<file path="src/rtl/cfd_pkg.sv">
package cfd_pkg;

  localparam int BYTE_W = 8;
  localparam logic [BYTE_W-1:0] SOI_FIRST  = 8'hFF;
  localparam logic [BYTE_W-1:0] SOI_SECOND = 8'hD8;

  typedef enum logic [1:0] {
    TAG_DATA = 2'd0,
    TAG_SOF  = 2'd1,
    TAG_EOF  = 2'd2
  } tag_e;

  // One queue entry: optional close/open pulses, then zero to two bytes.
  typedef struct packed {
    logic              close_f;
    logic              open_f;
    logic [1:0]        nbytes;
    logic [BYTE_W-1:0] b0;
    logic [BYTE_W-1:0] b1;
  } ev_t;

  localparam int EV_ITEMS = 4;

endpackage

</file>
<file path="src/rtl/cfd_parser.sv">
module cfd_parser
  import cfd_pkg::*;
(
  input  logic              clk,
  input  logic              rst,
  input  logic              in_valid,
  input  logic              in_sop,
  input  logic              in_eop,
  input  logic              in_empty,
  input  logic              mode_comp,
  input  logic [BYTE_W-1:0] in_data,
  output logic              ev_push,
  output ev_t               ev
);

  logic hold_q, hold_d;
  logic pkt_mode_q;
  logic eff_mode;

  assign eff_mode = in_sop ? mode_comp : pkt_mode_q;

  always_comb begin
    ev_push = 1'b0;
    ev      = '0;
    hold_d  = hold_q;
    if (in_valid) begin
      if (hold_q) begin
        hold_d = 1'b0;
        if (in_empty) begin
          ev_push   = 1'b1;
          ev.nbytes = 2'd1;
          ev.b0     = SOI_FIRST;
        end else if (in_data == SOI_SECOND) begin
          ev_push    = 1'b1;
          ev.close_f = 1'b1;
          ev.open_f  = 1'b1;
        end else begin
          ev_push   = 1'b1;
          ev.nbytes = 2'd2;
          ev.b0     = SOI_FIRST;
          ev.b1     = in_data;
        end
      end else if (in_empty) begin
        if (!eff_mode) begin
          ev_push    = 1'b1;
          ev.close_f = 1'b1;
          ev.open_f  = 1'b1;
        end
      end else if (eff_mode && in_sop && !in_eop && in_data == SOI_FIRST) begin
        hold_d = 1'b1;
      end else begin
        ev_push   = 1'b1;
        ev.nbytes = 2'd1;
        ev.b0     = in_data;
      end
    end
  end

  always_ff @(posedge clk) begin
    if (rst) begin
      hold_q     <= 1'b0;
      pkt_mode_q <= 1'b0;
    end else begin
      hold_q <= hold_d;
      if (in_valid && in_sop)
        pkt_mode_q <= mode_comp;
    end
  end

endmodule

</file>
<file path="src/rtl/cfd_evq.sv">
module cfd_evq
  import cfd_pkg::*;
#(
  parameter int DEPTH = 8
) (
  input  logic clk,
  input  logic rst,
  input  logic push,
  input  ev_t  wr_ev,
  input  logic pop,
  output ev_t  head,
  output logic empty,
  output logic full
);

  localparam int AW = (DEPTH > 1) ? $clog2(DEPTH) : 1;
  localparam int CW = $clog2(DEPTH + 1);

  ev_t           mem [DEPTH];
  logic [AW-1:0] wptr, rptr;
  logic [CW-1:0] count;
  logic          wr_en, rd_en;

  assign empty = (count == '0);
  assign full  = (count == CW'(DEPTH));
  assign wr_en = push && !full;
  assign rd_en = pop && !empty;
  assign head  = mem[rptr];

  function automatic logic [AW-1:0] nxt(input logic [AW-1:0] p);
    return (p == AW'(DEPTH - 1)) ? '0 : p + 1'b1;
  endfunction

  always_ff @(posedge clk) begin
    if (wr_en)
      mem[wptr] <= wr_ev;
  end

  always_ff @(posedge clk) begin
    if (rst) begin
      wptr  <= '0;
      rptr  <= '0;
      count <= '0;
    end else begin
      if (wr_en) wptr <= nxt(wptr);
      if (rd_en) rptr <= nxt(rptr);
      case ({wr_en, rd_en})
        2'b10:   count <= count + 1'b1;
        2'b01:   count <= count - 1'b1;
        default: count <= count;
      endcase
    end
  end

endmodule

</file>
<file path="src/rtl/cfd_expander.sv">
module cfd_expander
  import cfd_pkg::*;
(
  input  logic              clk,
  input  logic              rst,
  input  logic              q_empty,
  input  ev_t               head,
  output logic              pop,
  output logic              out_valid,
  output logic [1:0]        out_tag,
  output logic [BYTE_W-1:0] out_data
);

  // Item order inside an entry: bit0 close, bit1 open, bit2 b0, bit3 b1
  logic [EV_ITEMS-1:0] done_q;
  logic [EV_ITEMS-1:0] items, todo, pick;
  logic                emit;

  assign items = {head.nbytes == 2'd2, head.nbytes != 2'd0, head.open_f, head.close_f};
  assign todo  = items & ~done_q;
  assign pick  = todo & (~todo + 1'b1);
  assign emit  = !q_empty && (todo != '0);
  assign pop   = emit && ((todo & ~pick) == '0);

  always_ff @(posedge clk) begin
    if (rst) begin
      done_q    <= '0;
      out_valid <= 1'b0;
      out_tag   <= TAG_DATA;
      out_data  <= '0;
    end else begin
      out_valid <= emit;
      if (pop)
        done_q <= '0;
      else if (emit)
        done_q <= done_q | pick;
      if (emit) begin
        if (pick[0])      out_tag <= TAG_EOF;
        else if (pick[1]) out_tag <= TAG_SOF;
        else              out_tag <= TAG_DATA;
        out_data <= pick[3] ? head.b1 : (pick[2] ? head.b0 : '0);
      end
    end
  end

endmodule

</file>
<file path="src/rtl/cam_frame_delim.sv">
module cam_frame_delim
  import cfd_pkg::*;
#(
  parameter int FIFO_DEPTH = 8
) (
  input  logic              clk,
  input  logic              rst,
  input  logic              in_valid,
  input  logic              in_sop,
  input  logic              in_eop,
  input  logic              in_empty,
  input  logic              mode_comp,
  input  logic [BYTE_W-1:0] in_data,
  output logic              out_valid,
  output logic [1:0]        out_tag,
  output logic [BYTE_W-1:0] out_data
);

  logic ev_push;
  ev_t  ev_data;
  ev_t  q_head;
  logic q_empty, q_full, q_pop;

  cfd_parser u_parse (
    .clk(clk), .rst(rst),
    .in_valid(in_valid), .in_sop(in_sop), .in_eop(in_eop),
    .in_empty(in_empty), .mode_comp(mode_comp), .in_data(in_data),
    .ev_push(ev_push), .ev(ev_data)
  );

  cfd_evq #(.DEPTH(FIFO_DEPTH)) u_q (
    .clk(clk), .rst(rst),
    .push(ev_push), .wr_ev(ev_data), .pop(q_pop),
    .head(q_head), .empty(q_empty), .full(q_full)
  );

  cfd_expander u_exp (
    .clk(clk), .rst(rst),
    .q_empty(q_empty), .head(q_head), .pop(q_pop),
    .out_valid(out_valid), .out_tag(out_tag), .out_data(out_data)
  );

endmodule

</file>
<file path="config.mk">
export PLATFORM = sky130hd
export DESIGN_NAME = cam_frame_delim
export DESIGN_NICKNAME = d
export VERILOG_FILES = /design/src/rtl/cfd_pkg.sv /design/src/rtl/cfd_parser.sv /design/src/rtl/cfd_evq.sv /design/src/rtl/cfd_expander.sv /design/src/rtl/cam_frame_delim.sv
export SDC_FILE = /design/constraint.sdc
export NUM_CORES = 1
export LEC_CHECK = 0
export CORE_ASPECT_RATIO = 0.9
export CORE_MARGIN = 10
export CORE_UTILIZATION = 30
export CTS_CLUSTER_DIAMETER = 150
export DETAILED_ROUTE_END_ITERATION = 6
export HOLD_SLACK_MARGIN = 0.05
export PLACE_DENSITY_LB_ADDON = 0.08
export SLEW_MARGIN = 20
export SYNTH_ARGS = -nofsm -noshare
export SYNTH_HDL_FRONTEND = slang
export SYNTH_HIERARCHICAL = 1
export SYNTH_SLANG_ARGS = --single-unit
</file>
<file path="constraint.sdc">
create_clock -name clk -period 6.61 [get_ports clk]
set_input_delay 0.9915 -clock clk [delete_from_list [all_inputs] [get_ports clk]]
set_output_delay 0.9915 -clock clk [all_outputs]
set_load 0.005 [all_outputs]
</file>
==> summary.txt <==
Run status
  – Status: completed

Logic synthesis
  – Area contributors post-synth: edfxtp_1 60%, mux4_1 13%, dfxtp_1 7.5%
  – Synth Area in Simple Gates: 0.0674
  – Commonest cells post-synth: 160 x edfxtp_1, 40 x mux4_1, 30 x dfxtp_1
  – Post-synth top area share: 0.596
  – Syn_area_per_cell: roughly 18 sq um
  – Sequential area share after synthesis: 0.671
  – Top-count cell post-synth: edfxtp_1
  – Mux cell area share after synthesis: 0.165
  – Compound-Gate Fraction of Synth Area: 0.0593
  – Post-synthesis xor/xnor area fraction: 0.00326
  – Largest family of logic cells by synthesized area: multiplexers
  – Synth Area in Adders: 0.0109
  – Dominant cell type by area after synthesis: edfxtp_1
  – YS warnings: 6
  – Syn Nets: between 400 and 500
  – Primary FF master, synth: edfxtp_1
  – #FFs+latches synth: 190
  – Synth cell types: 57
  – Post-synthesis async set-or-reset flop share: 0
  – Cell Area, Synth: approximately 8000 sq um
  – Number of synthesized flops with an enable pin: 160
  – Cells after synthesis: about 450

STA
  – RSZ-0062 raised after global routing: no
  – Period minus WS final: roughly 4500 ps
  – Setup violations, final: 0
  – TNS Setup: 0 ps
  – Fin crit share: 0.684
  – Pins over their slew limit: 0
  – Hold slack: about 470 ps
  – Worst-Margin Slew: 1070 ps
  – Final setup skew: slightly above 10 ps
  – Final Hold Viols: 0
  – Max Fclk: between 0.2 and 0.25 GHz
  – Max_slew headroom: 0.280

Pwr
  – Logic gate share of total power: 0.102
  – Max VDD drop: between 150 and 200 uV
  – Sw frac: 0.239
  – LEAKAGE: 3.12 nW
  – Net Sw Power: roughly 0.64 mW
  – Pwr Density: ~290 nW/um^2
  – Cell Int Power: approximately 2.0 mW
  – Clock power share: 0.388
  – Reg power frac: 0.510

Route
  – ANT nets after route: 0
  – Starting DRT DRC Count: approximately 280
  – DR WL/cell: ~23 um
  – DRT Wirelength: around 19000 um
  – DRT Pass-1 Iters: 4
  – Via-per-instance ratio: about 5.0
  – Via count: between 4000 and 5000
  – Drt drc: 0

Global route
  – Pin count of the biggest net entering global routing: 41
  – Initial antenna violation count: 0
  – Grt total ovfl: 0
  – First-pass GRT wire length: 28800 um
  – Gr usage total: 0.118
  – Vias in the first global route: 4327

Die
  – Area of the die: 33800 sq um
  – Num rows: 56
  – Starting Density: 0.307
  – I/O pins: 26
  – Die Wd: between 150 and 200 um
  – Chip height: 175 um
  – Core box area: between 20000 and 30000 sq um

Min path
  – Worst hold path cell count: 2
  – Worst Min Path Start: u_parse/pkt_mode_q
  – Worst Hold Path EP: u_parse/pkt_mode_q
  – HP Class: flip-flop to flip-flop

Clock tree
  – Post-CTS sizing: 0
  – Worst skew pair latency: 430 ps
  – CTS Hold Buffers Added: 0
  – Max clock buf depth: 2
  – H-tree level count: 4
  – Num CTS Buffers: 17
  – Postcts setup bufs: 0
  – CTS tree: yes
  – Clock Pin Slew Worst Setup and Hold Paths: around 70 ps
  – Root Driver: clkbuf_16
  – # clock sinks: 190

Finish
  – Layout Nets: roughly 500
  – Filler cells: 2505
  – Layout Utilization: 0.354
  – Layout area overhead: 15.4%
  – Layout cell share with drive strength beyond 1: 0.174
  – # diodes: 0

Worst setup path
  – Crit path kind: flip-flop to flip-flop
  – FF-to-FF setup slack: 2090 ps
  – Startpoint types: flip-flop
  – Crit Reg-Reg Endpoint: u_q/count[3]
  – Arr. time, crit path: 4840 ps
  – Crit path max fanout: 25
  – Req. time, crit path: ~7000 ps
  – FF-to-FF path depth: 13
  – CP Capture Type: flip-flop

Placement
  – GP Congestion: about 0.74
  – Buffers on Ports: 25
  – DP Wirelength: 11100 um

Flow run
  – Max Cap Violations: 0
==> registers in the layout, indices dropped and copies added, names as in the netlist, named ones only <==
signal,cells
u_exp/out_tag,2
u_parse/hold_q,1
u_q/rptr,3
u_q/wptr,3
u_exp/out_valid,1
u_q/count,4
u_q/mem,160
u_exp/out_data,8
u_exp/done_q,4
u_parse/pkt_mode_q,1
==> metal layers <==
metal | global-route usage | part of all wire
met5 | 0 | 0
met4 | 0.0365 | 0.012
met3 | 0.0277 | 0.039
met2 | 0.174 | 0.45
met1 | 0.168 | 0.50
==> how the worst max path moves through the flow <==
stage / start / to / cells past startpoint
6_report: flip-flop / u_q/count[3] / 13
5_1_grt: flip-flop / u_q/count[3] / 13
4_1_cts: flip-flop / u_q/count[3] / 13
3_5_place_dp: flip-flop / u_q/count[3] / 13
3_3_place_gp: flip-flop / u_q/count[3] / 13
2_1_floorplan: in_empty / u_q/mem[0][0] / 7
==> power by group through the flow <==
stage / combinational [mW] / sequential, mW / clock, mW
floorplan: 0.200 / 1.37 / 0
global placement: 0.273 / 1.39 / 0
detailed placement: 0.275 / 1.39 / 0
CTS: 0.276 / 1.36 / 1.07
global route: 0.297 / 1.37 / 1.12
finish: 0.272 / 1.36 / 1.04
==> cells by family (layout without fill, tap and decap cells) <==
group           after synthesis  after routing
compound gates               65             65
simple gates                 85             85
xor+xnor                      3              3
mux                          65             65
fa+ha+maj                     7              7
buf+inv                      32             73
flops                       190            190
==> final cells by class <==
type / instances / area (sq um) / share of cell area
well taps: 348 / 435 / 0.0468
clock buffers: 20 / 447 / 0.0480
inverters: 6 / 22.5 / 0.00242
flip-flops and latches: 190 / 5410 / 0.581
multi-input cells: 225 / 2520 / 0.271
repair buffers: 35 / 325 / 0.0350
clock inverters: 12 / 149 / 0.0160
==> placed cells by master, fill, tap and decap left out, types with 9 or more instances in the layout <==
| cell | instances |
|---|---|
| edfxtp_1 | 160 |
| buf_4 | 10 |
| mux2_2 | 22 |
| clkdlybuf4s50_1 | 25 |
| nand2_1 | 10 |
| nor2_1 | 11 |
| dfxtp_1 | 29 |
| and2_1 | 9 |
| mux4_1 | 40 |
| clkbuf_16 | 17 |
| a22oi_1 | 9 |
| a21oi_1 | 21 |
==> critical path, stage by stage, from the launching register on <==
cell	delay, ps
dfxtp_2	910
mux4_1	680
mux2_2	310
nor2b_1	210
nor4_1	340
and2_1	270
nand3b_1	170
o41ai_2	140
inv_1	140
ha_1	280
nand2_1	70
mux2_2	260
o41ai_1	260
mux2_2	370
==> through the flow <==
step	cell area, sq um	power, mW	setup WS [ps]	std cells
2_1_floorplan	8060	1.57	2410	447
3_3_place_gp	8700	1.66	2080	804
3_5_place_dp	8700	1.66	2060	804
4_1_cts	9300	2.70	2020	836
5_1_grt	9300	2.78	1660	836
6_report	9300	2.67	2090	836
Note: power is estimated with default switching activity, not from simulation.
